$ cat config.mk
export PLATFORM = sky130hd
export DESIGN_NAME = irq_event_status
export DESIGN_NICKNAME = d
export VERILOG_FILES = /design/src/rtl/irq_stat_pkg.sv /design/src/rtl/irq_edge_det.sv /design/src/rtl/irq_sticky_bit.sv /design/src/rtl/irq_stat_readout.sv /design/src/rtl/irq_event_status.sv
export SDC_FILE = /design/constraint.sdc
export NUM_CORES = 1
export LEC_CHECK = 0
export BUFFER_PORTS_ARGS = -buffer_cell sky130_fd_sc_hd__buf_2
export CAP_MARGIN = 20
export CORE_AREA = 2 2 39 41
export DETAILED_ROUTE_END_ITERATION = 8
export DIE_AREA = 0 0 41 43
export PLACE_DENSITY = 0.73
export SLEW_MARGIN = 20
export SYNTH_ARGS = -nofsm -noshare
export SYNTH_HDL_FRONTEND = slang
export SYNTH_SLANG_ARGS = --single-unit
$ cat constraint.sdc
create_clock -name clk -period 3.97 [get_ports clk]
set_input_delay 0.9925 -clock clk [delete_from_list [all_inputs] [get_ports clk]]
set_output_delay 0.9925 -clock clk [all_outputs]
set_load 0.01 [all_outputs]
$ cat src/rtl/irq_stat_pkg.sv
package irq_stat_pkg;

   typedef enum logic [1:0] {
      DET_RISE = 2'd0,
      DET_FALL = 2'd1,
      DET_ANY  = 2'd2
   } det_kind_e;

   localparam int NUM_SRC  = 4;
   localparam int SRC_SYNC = 0;
   localparam int SRC_IN3  = 1;
   localparam int SRC_MODE = 2;
   localparam int SRC_FAIL = 3;

   function automatic det_kind_e src_kind(input int idx);
      case (idx)
         SRC_SYNC: return DET_RISE;
         SRC_FAIL: return DET_FALL;
         default:  return DET_ANY;
      endcase
   endfunction

   // 0 selects the first register, 1 the second
   function automatic logic src_bank(input int idx);
      return (idx == SRC_MODE) || (idx == SRC_FAIL);
   endfunction

   function automatic logic src_rst(input int idx);
      return (idx == SRC_SYNC) || (idx == SRC_IN3);
   endfunction

   function automatic logic any_rst_set();
      logic acc;
      acc = 1'b0;
      for (int k = 0; k < NUM_SRC; k++) acc |= src_rst(k);
      return acc;
   endfunction

endpackage

$ cat src/rtl/irq_edge_det.sv
module irq_edge_det
   import irq_stat_pkg::*;
#(
   parameter det_kind_e KIND  = DET_ANY,
   parameter int        WIDTH = 1
) (
   input  logic             clk,
   input  logic             rst,
   input  logic [WIDTH-1:0] val,
   output logic             hit
);

   logic [WIDTH-1:0] prev_q;
   logic             primed_q;

   always_ff @(posedge clk) begin
      if (rst) begin
         prev_q   <= '0;
         primed_q <= 1'b0;
      end else begin
         prev_q   <= val;
         primed_q <= 1'b1;
      end
   end

   if (WIDTH < 1) begin : g_bad_width
      $error("irq_edge_det: WIDTH must be at least 1");
   end

   if (KIND != DET_ANY && WIDTH != 1) begin : g_bad_kind
      $error("irq_edge_det: directional detectors need WIDTH 1");
   end

   case (KIND)
      DET_RISE: begin : g_rise
         assign hit = primed_q & val[0] & ~prev_q[0];
      end
      DET_FALL: begin : g_fall
         assign hit = primed_q & ~val[0] & prev_q[0];
      end
      default: begin : g_any
         assign hit = primed_q & (val != prev_q);
      end
   endcase

endmodule

$ cat src/rtl/irq_sticky_bit.sv
module irq_sticky_bit #(
   parameter logic RST_VAL = 1'b0
) (
   input  logic clk,
   input  logic rst,
   input  logic set,
   input  logic clr,
   output logic q
);

   always_ff @(posedge clk) begin
      if (rst)      q <= RST_VAL;
      else if (set) q <= 1'b1;   // an event outranks a clear
      else if (clr) q <= 1'b0;
   end

endmodule

$ cat src/rtl/irq_stat_readout.sv
module irq_stat_readout #(
   parameter int                ADDR_W     = 8,
   parameter int                DATA_W     = 8,
   parameter logic [ADDR_W-1:0] REG_A_ADDR = 'h0E,
   parameter logic [ADDR_W-1:0] REG_B_ADDR = 'h0F
) (
   input  logic              rd,
   input  logic [ADDR_W-1:0] addr,
   input  logic [DATA_W-1:0] reg_a,
   input  logic [DATA_W-1:0] reg_b,
   output logic [DATA_W-1:0] rdata
);

   always_comb begin
      rdata = '0;
      if (rd) begin
         if (addr == REG_A_ADDR)      rdata = reg_a;
         else if (addr == REG_B_ADDR) rdata = reg_b;
      end
   end

endmodule

$ cat src/rtl/irq_event_status.sv
module irq_event_status
   import irq_stat_pkg::*;
#(
   parameter int                ADDR_W     = 8,
   parameter int                DATA_W     = 8,
   parameter int                MODE_W     = 3,
   parameter logic [ADDR_W-1:0] REG_A_ADDR = 'h0E,
   parameter logic [ADDR_W-1:0] REG_B_ADDR = 'h0F,
   parameter int                A_SYNC_BIT = 7,
   parameter int                A_IN3_BIT  = 0,
   parameter int                B_MODE_BIT = 7,
   parameter int                B_FAIL_BIT = 6
) (
   input  logic              clk,
   input  logic              rst,
   input  logic [ADDR_W-1:0] bus_addr,
   input  logic [DATA_W-1:0] bus_wdata,
   input  logic              bus_wr,
   input  logic              bus_rd,
   output logic [DATA_W-1:0] bus_rdata,
   input  logic              ext_sync_alarm,
   input  logic              in3_valid,
   input  logic              ref_valid,
   input  logic [MODE_W-1:0] dpll_mode,
   output logic              irq
);

   localparam int   SRC_POS [NUM_SRC] = '{A_SYNC_BIT, A_IN3_BIT, B_MODE_BIT, B_FAIL_BIT};
   localparam logic IRQ_RST           = any_rst_set();

   // elaboration-time parameter checks
   if (MODE_W < 1) begin : g_bad_mode
      $error("irq_event_status: MODE_W must be at least 1");
   end
   if (REG_A_ADDR == REG_B_ADDR) begin : g_bad_addr
      $error("irq_event_status: register addresses must differ");
   end
   if (A_SYNC_BIT >= DATA_W || A_IN3_BIT >= DATA_W ||
       B_MODE_BIT >= DATA_W || B_FAIL_BIT >= DATA_W) begin : g_bad_pos
      $error("irq_event_status: bit position outside data width");
   end
   if (A_SYNC_BIT == A_IN3_BIT || B_MODE_BIT == B_FAIL_BIT) begin : g_bad_overlap
      $error("irq_event_status: two sources share one bit");
   end

   logic              wr_a, wr_b;
   logic [NUM_SRC-1:0] hit, clr, stat;
   logic [DATA_W-1:0] reg_a, reg_b;
   logic              wdata_unused;

   assign wr_a         = bus_wr && (bus_addr == REG_A_ADDR);
   assign wr_b         = bus_wr && (bus_addr == REG_B_ADDR);
   assign wdata_unused = ^bus_wdata;

   for (genvar i = 0; i < NUM_SRC; i++) begin : g_src
      if (i == SRC_MODE) begin : g_field
         irq_edge_det #(
            .KIND  (src_kind(i)),
            .WIDTH (MODE_W)
         ) u_det (
            .clk (clk),
            .rst (rst),
            .val (dpll_mode),
            .hit (hit[i])
         );
      end else begin : g_flag
         logic v;
         assign v = (i == SRC_SYNC) ? ext_sync_alarm :
                    (i == SRC_IN3)  ? in3_valid      : ref_valid;
         irq_edge_det #(
            .KIND  (src_kind(i)),
            .WIDTH (1)
         ) u_det (
            .clk (clk),
            .rst (rst),
            .val (v),
            .hit (hit[i])
         );
      end

      assign clr[i] = (src_bank(i) ? wr_b : wr_a) & bus_wdata[SRC_POS[i]];

      irq_sticky_bit #(
         .RST_VAL (src_rst(i))
      ) u_bit (
         .clk (clk),
         .rst (rst),
         .set (hit[i]),
         .clr (clr[i]),
         .q   (stat[i])
      );
   end

   // place each status bit into its register; everything else reads 0
   always_comb begin
      reg_a = '0;
      reg_b = '0;
      for (int k = 0; k < NUM_SRC; k++) begin
         if (src_bank(k)) reg_b[SRC_POS[k]] = stat[k];
         else             reg_a[SRC_POS[k]] = stat[k];
      end
   end

   irq_stat_readout #(
      .ADDR_W     (ADDR_W),
      .DATA_W     (DATA_W),
      .REG_A_ADDR (REG_A_ADDR),
      .REG_B_ADDR (REG_B_ADDR)
   ) u_rd (
      .rd    (bus_rd),
      .addr  (bus_addr),
      .reg_a (reg_a),
      .reg_b (reg_b),
      .rdata (bus_rdata)
   );

   always_ff @(posedge clk) begin
      if (rst) irq <= IRQ_RST;
      else     irq <= |stat;
   end

endmodule

Word-level counts from Yosys, hierarchy flattened
Cells that the tools add are included.
{ "word_totals": {"regBits": 12, "latchBits": 0, "mem_bits_rw": 0, "romBits": 0, "inputBits": 26, "elab_cells": 41, "memories": 0} }
{ "op_classes": {"addsub": 0, "mul": 0, "n_div": 0, "n_lt_le_gt_ge": 0, "n_eq_ne": 4, "shift": 0, "muxes": 8, "n_bitwise": 12, "reduce_logical": 7} }
{ "ops": {"columns": ["operator", "n"], "rows": [
  ["2-to-1 mux 8 bit", 3],
  ["== test 8 x 4 -> 1 bit, second input constant", 2],
  ["AND 1 bit", 10],
  ["2-to-1 mux 1 bit", 5],
  ["nonzero test 2 bit", 2],
  ["OR reduction 2 bit", 2],
  ["OR reduction 4 bit", 1],
  ["inequality test 3 bit", 1],
  ["logical AND 1 bit", 2],
  ["inverter 1 bit", 2],
  ["inequality test 1 bit", 1]
]} }

Longest topological paths before layout
Gate-level depths: netlist (run 1).
{ "logic_depth": {"ltp_word": 5, "mapped_depth": 4, "ltp_nobuf": 3} }

Modules after synthesis
Synthesis (run 1) repeated with hierarchy kept, for this count alone.
{ "hier_totals": {"cells_unflattened": 80, "hier_area_um2": 710.7} }
{ "modules_own_cells": {"columns": ["mod", "instances", "cells_per_inst", "area_each_um2"], "rows": [
  ["irq_stat_readout", 1, 21, 156.4],
  ["irq_edge_det at g_src[2].g_field.u_det", 1, 12, 137.6],
  ["irq_edge_det at g_src[0].g_flag.u_det ...", 2, 5, 58.8],
  ["irq_event_status", 1, 15, 91.3],
  ["irq_sticky_bit at g_src[2].u_bit ...", 2, 4, 38.8],
  ["irq_edge_det at g_src[1].g_flag.u_det", 1, 6, 65.1],
  ["irq_sticky_bit at g_src[0].u_bit ...", 2, 4, 32.5]
]} }

Worst setup path before layout (run 1)
No wires, ideal clock.
{ "synth_timing": {"kind": "input to output", "startpoint": "input bus_addr[5]", "endpoint": "output bus_rdata[7]", "t_arrival_ns": 2.147, "t_required_ns": 2.978, "slack_ns": 0.830, "cell_stages": 3, "cell_sequence": "or4_1 buf_2 nor4b_1"} }
{ "synth_between": {"elab_chain_len": 4} }
{ "synth_lines": {"columns": ["item", "line", "source"], "rows": [
  ["start: declaration", "irq_event_status.sv:16", "input logic [ADDR_W-1:0] bus_addr,"],
  ["== test 8 x 4 -> 1 bit", "irq_stat_readout.sv:18", "else if (addr == REG_B_ADDR) rdata = reg_b;"],
  ["2-to-1 mux 8 bit", "irq_stat_readout.sv:18", null],
  ["2-to-1 mux 8 bit (*)", "irq_stat_readout.sv:17", "if (addr == REG_A_ADDR) rdata = reg_a;"],
  ["2-to-1 mux 8 bit (*)", "irq_stat_readout.sv:16", "if (rd) begin"],
  ["end: declaration", "irq_event_status.sv:20", "output logic [DATA_W-1:0] bus_rdata,"]
]} }
Mark *: on every way between the ends. The rest lies on a longest branch, timed or not.

Worst setup path in the final report (run 1)
Ends and elaborated chain as after synthesis.

==> run summary, run 1 <==
The post-place instance area came out at 638 µm². In this run the mean area of a mapped cell was 9.29 µm². The later-pin clock latency in the skew report is 260 ps.

The mapped cell area came out at 529 µm². The share of synthesized registers carrying an async set or reset is 0%. The worst setup path is captured at an output port. After clock tree synthesis, the clock-pin slew on the worst setup and hold paths is 60 ps. Routability-driven placement finished with a final weighted congestion of 0.629.

The maximum clock insertion buffer count came out at 2. By instance count, the leading cell after synthesis is dfxtp_1. 0 antenna diodes ended up in the layout. Sorting the synthesized cells by how often they occur yields dfxtp_1, nand2_1, nor2b_1. The initial DRC count came out at 5. The static power due to leakage came out at 0.309 nW. The first-pass GRT wire length came out at 1150 µm. The region available for standard cell placement spans 1380 µm².

The setup slack of the most critical reg-to-reg path is 3070 ps. The sequential-to-total area share from yosys stat is 45.4%. The share of the synthesized area in the top cell type is 45.4%. The fill cell instance count of the final layout came out at 150. During I/O placement, the number of pins put on the boundary was 35. The sequential cell area is 240 µm².

Dividing the detail-routed via count by the number of cells gives 4.67. The CTS tree is built. The chip width came out at 41 µm.

Derived from the worst setup path, the maximum achievable clock frequency is 0.307 GHz. The number of gates resized after cts is 0. After routing the design area is 661 µm². The endpoint identified for the worst register-to-register timing path is g_src[2].u_bit.q. For this design the ratio of total power to cell area is 337 nW/µm². The number of antenna violations at the first check in global routing is 0. The combined global-route utilization of all metal layers is 9.63%. The hold path depth is 1. The final count of hold timing violations came to 0.

The post-layout minimum cycle time came out at 3250 ps. After synthesis, the cell types taking the most area are dfxtp_1, buf_4, nor2b_1. The post-DP HPWL is 731 µm. By startpoint and endpoint, the worst setup path is classified as in2out. The area taken by multi-input logic gates is 254 µm². The worst-case IR drop observed on VDD is 0.216 mV. The CTS root buffer is clkbuf_4. Clock skew on the completed layout was measured at 2.92 ps.

The warning count from the yosys run is 0. The data arrival time at the worst-slack endpoint is 2260 ps. The area overhead of the layout relative to synthesis came out at 24.8%. The finished layout holds 97 standard cells, fillers aside.

Summed over all instances, the cell type with the most area after synthesis is dfxtp_1. For this configuration, the core starts out at a cell density of 38.2%. Summed over all failing endpoints, the final setup total negative slack is 0 ps.

The cell count after placement came out at 94. The number of violations of the max-capacitance limit came out at 0. The number of optimization iterations in the first detailed-route pass came out at 4. The flow ran to the end, and the final reports show no timing, DRC or antenna violations.

The number of hold buffers added after cts is 0. The via count of the first global-routing pass is 329. The largest net degree at the start of global routing is 11. Setup violations remaining at the end of the flow were counted as 0. The number of cell instances on the worst register-to-register path came out at 3.

The number of setup buffers added after CTS is 0. Setup repair after global routing left no endpoint under its margin. The startpoint of the most critical register-to-register path is g_src[2].g_field.u_det.prev_q[0].

In this run the most critical hold path is launched from g_src[0].g_flag.u_det.prev_q. For this run, the post-layout net count is 109. In this run the number of H-tree levels came out at 1. The die covers 1760 µm². The cell count after synthesis came out at 57. The number of pins with negative max-slew slack in the final report is 0. The number of distinct library cells after synthesis is 22. The period utilization is 82.0%. The worst setup path is launched from an input port. The number of port buffers came out at 24.

The clock sink count came out at 12. The number of remaining DRC errors came out at 0. The data required time at the worst endpoint came out at 2980 ps. The path class of the tightest hold or removal check is reg2reg. The final layout contains routed wiring with a total length of 933 µm. The number of register bits inferred by synthesis came out at 12.

The launch point of the worst path is bus_addr[5]. The overall via count from detail_route came out at 453. The routed length per placed instance came out at 9.62 µm. The total clock buffers created by CTS is 3. The placement row count is 14.

The critical path ends at bus_rdata[7]. In the synthesized netlist the dominant register cell turns out to be dfxtp_1. The total congestion overflow came out at 0. The residual antenna-violating net count after detailed routing came out at 0. The synthesized design contains 0 enable-type register cells. The worst-path maximum fanout is 7. The height of the die is 43 µm. The fraction of final layout cells with drive strength greater than 1 is 34.6%.
==> per-layer routing <==
metal	global-route usage [%]	vias to the layer above	wire length (µm)
met1	9.93	187	421
li1	-	242	-
met2	15.6	24	387
met3	1.57	0	124
met4	8.00	0	0
met5	0	-	0
==> kinds of logic after synthesis <==
family                    Yosys count  share of synthesized area, %
other                               1                         0.709
buffers and inverters               8                          9.45
and+or+nand+nor                    22                          22.7
AOI/OAI and AO/OA                   9                          13.2
muxes                               1                          1.89
xor gates and xnor gates            4                          6.62
DFF                                12                          45.4
==> placed cells by master (no fill, tap or decap) <==
master and count:
a21oi_1 3, buf_2 24, clkbuf_4 3, conb_1 5, dfxtp_1 12, inv_1 1, mux2i_1 1, nand2_1 8
nand3_1 1, nand3b_1 1, nand4_1 1, nor2b_1 6, nor3_1 1, nor4_1 2, nor4b_1 1, o211ai_1 1
o31ai_1 3, o41ai_1 1, o41ai_2 1, or4_1 1, xor2_1 4
==> state kept, by name, indices dropped and copies added (netlist names) <==
register and count:
irq 1, g_src.g_field.u_det.primed_q 1, g_src.u_bit.q 4, g_src.g_field.u_det.prev_q 3, g_src.g_flag.u_det.prev_q 3
==> power by group <==
part / internal (mW) / total [mW] / switching (mW)
registers: 0.125 / 0.128 / 0.00250
logic: 0.0133 / 0.0273 / 0.0139
clock network: 0.0349 / 0.0675 / 0.0326
total: 0.174 / 0.223 / 0.0490
==> worst min-delay path by stage <==
| stage | endpoint | slack (ps) |
|---|---|---|
| 3_3_place_gp | g_src[0].u_bit.q | 430 |
| 4_1_cts | g_src[0].u_bit.q | 440 |
| 6_report | g_src[0].u_bit.q | 440 |
| 3_5_place_dp | g_src[0].u_bit.q | 430 |
| 2_1_floorplan | g_src[0].u_bit.q | 420 |
| 5_1_grt | g_src[0].u_bit.q | 460 |
==> critical path: stages <==
cell	delay, ps
buf_2	90
or4_1	670
nor4b_1	330
buf_2	180
==> area by class of cell <==
class,count,share of cell area (%)
repair buffers,24,18.2
flip-flops and latches,12,36.4
multi-input cells,41,38.4
inverters,1,0.568
well taps,16,3.03
clock buffers,3,3.41
==> through the flow <==
step	hold WS [ps]	util (%)	setup WS (ps)	power, mW
2_1_floorplan	422	-	830	0.148
3_3_place_gp	427	46.1	708	0.157
3_5_place_dp	435	46.1	730	0.158
4_1_cts	444	47.7	715	0.226
5_1_grt	463	47.7	655	0.234
6_report	439	47.7	715	0.223
No activity file was read; power rests on OpenSTA's default activity.
==> inputs of run 2 (changes only) <==
- CORE_AREA: 2 2 39 41 -> unset
- CORE_MARGIN: unset -> 2
- CORE_UTILIZATION: unset -> 39
- DIE_AREA: 0 0 41 43 -> unset
- PLACE_DENSITY: 0.73 -> 0.71
- clock period: 3.97 -> 3.3 ns (I/O delays scaled with it)
==> run summary, run 2 (synthesis results as in run 1) <==
The run finished with clean final reports. After layout, the minimum clock period comes to 2910 ps. The clock-pin slew of the registers on the worst-case setup and hold paths came out at 60 ps (about the same). The number of optimization iterations in the first detailed-route pass is 4 (unchanged). The fraction of final layout cells with drive strength greater than 1 came out at 34.6% (unchanged). The final wirelength is 960 µm (+2.9%). The area of the core came to 1280 µm² (-7.1%). The min-delay analysis places its worst path in the category reg2reg.

The placement row count came out at 13 (-1). The critical setup path kind is in2out. The via count of the first global-routing pass was 360 (+9.4%).

The number of flip-flops under the largest register name is 4 (unchanged). The number of antenna violations at the first check in global routing was 0 (unchanged). The top cell types in the final layout, fill and taps aside, are buf_2, dfxtp_1, nand2_1, nor2b_1, conb_1.

The worst register-to-register path begins at g_src[2].g_field.u_det.prev_q[2]. The hold path depth was 1 (unchanged). The largest net degree at the start of global routing came out at 11 (unchanged). The overall via count from detail_route is 462 (+2.0%). The total congestion overflow is 0 (unchanged).

The number of cell instances on the worst register-to-register path was 3 (unchanged). The combined global-route utilization of all metal layers came out at 13.2% (+3.6 points). The number of nets at the end of the flow is 109 (unchanged). TritonCTS built the clock tree.

The placer congestion estimate is 0.675 (+7.3%). The achievable frequency is 0.344 GHz. The chip width came to 40.8 µm (-0.39%).

The I/O pin count is 35 (unchanged). The post-detailed-route via-to-cell ratio is 4.81 (+3.0%). The data required time at the worst endpoint is 2470 ps (-510 ps).

The static power due to leakage came out at 0.309 nW (unchanged). The period utilization came out at 88.1%. The largest registers in the layout are g_src.u_bit.q (4), g_src.g_flag.u_det.prev_q (3), g_src.g_field.u_det.prev_q (3). The number of hold buffers added after cts was 0 (unchanged). The effective utilization at floorplan was 41.2% (+2.9 points). The setup slack of the most critical reg-to-reg path came out at 2390 ps (-680 ps). Setup repair after global routing left no endpoint under its margin.

The worst hold path terminates at g_src[0].u_bit.q. The full die area is 1670 µm² (-5.4%). The worst hold path begins at g_src[0].g_flag.u_det.prev_q. The later-pin clock latency in the skew report came out at 270 ps (about the same). The most common cell after layout, fill and taps aside is buf_2. The number of port buffers was 24 (unchanged). The count of H-tree levels built during CTS came out at 1 (unchanged). The startpoint type of the worst setup path is an input port.

The number of violations of the max-capacitance limit came out at 0 (unchanged). The worst-path maximum fanout came out at 7 (unchanged). The residual antenna-violating net count after detailed routing was 0 (unchanged).

The first-pass GRT wire length came to 1350 µm (+17%). The post-place instance area came out at 637 µm² (-0.20%). The number of diodes was 0 (unchanged). The number of pins with negative max-slew slack in the final report came out at 0 (unchanged).

The initial DRC count is 8 (+3). The highest ir drop seen on vdd was 0.183 mV (-15%). The final count of hold timing violations is 0 (unchanged).

The CTS root buffer is clkbuf_4. The total clock buffers created by CTS came out at 3 (unchanged). The fill cell instance count of the final layout is 125 (-17%). The maximum clock skew at final layout is 1.88 ps (-1.04 ps). The data arrival time at the worst-slack endpoint is 2080 ps (-180 ps).

The worst register-to-register path ends at g_src[2].u_bit.q. The total negative slack for setup checks was 0 ps (unchanged). The core occupancy in the finished layout came to 51.3% (+3.6 points). The clock sink count is 12 (unchanged). The maximum clock insertion buffer count came out at 2 (unchanged). The worst setup path is captured at an output port.

The routed length per placed instance was 10.0 µm (+4.0%). The summed area of non-filler cells in the final layout was 659 µm² (-0.19%). Ranked by flip-flop count, first place goes to g_src.u_bit.q. The height of the die is 40.8 µm (-5.0%). The area overhead of the layout relative to synthesis is 24.6%. The power density over cell area came out at 412 nW/µm² (+22%).

The number of gates resized after cts came out at 0 (unchanged). The post-CTS setup buffer count came out at 0 (unchanged). The post-route total power is 0.272 mW (+22%). The number of remaining DRC errors was 0 (unchanged).

The setup-violating endpoint count in the final report is 0 (unchanged).
[run 2: cell counts in the layout (fill, tap and decap cells not counted)]
No cell type changed its count.
[run 2: power breakdown]
group / leakage, nW / internal (mW) / switching (mW) / total [mW]
clock: 0.0138 / 0.0422 / 0.0425 / 0.0847
sequential: 0.0992 / 0.151 / 0.00323 / 0.154
combinational: 0.196 / 0.0161 / 0.0167 / 0.0327
total: 0.309 / 0.209 / 0.0624 / 0.272
[run 2: cell type report]
type | instances | area [µm²] | area share (%)
Tap cell | 15 | 18.8 | 2.85
Timing Repair Buffer | 24 | 120 | 18.2
Multi-Input combinational cell | 41 | 254 | 38.5
Clock buffer | 3 | 22.5 | 3.42
Inverter | 1 | 3.75 | 0.569
Sequential cell | 12 | 240 | 36.4
[run 2: worst max path at each step]
stage / slack, ps / start / endpoint / cells past startpoint
floorplan: 500 / bus_addr[5] / bus_rdata[7] / 3
detailed placement: 420 / bus_addr[5] / bus_rdata[7] / 4
finish: 390 / bus_addr[5] / bus_rdata[7] / 4
global route: 330 / bus_addr[5] / bus_rdata[7] / 4
global placement: 390 / bus_addr[5] / bus_rdata[7] / 4
CTS: 400 / bus_addr[5] / bus_rdata[7] / 4
[run 2: layer usage]
layer	up-vias	global-route usage [%]	share of wire [%]
met1	193	12.7	44
met4	0	12.5	0.83
met5	-	0	0
li1	238	-	-
met2	29	21.5	42
met3	2	4.89	14
[run 2: worst max-delay path: stages]
cell and delay (ps):
buf_2 90, or4_1 660, nor4b_1 330, buf_2 180
[run 2: stage by stage]
stage | std cells | hold WS (ps) | worst slack [ps]
6_report | 96 | 442 | 394
5_1_grt | 96 | 489 | 334
4_1_cts | 96 | 448 | 402
3_5_place_dp | 93 | 438 | 421
3_3_place_gp | 93 | 428 | 390
2_1_floorplan | 61 | 422 | 495
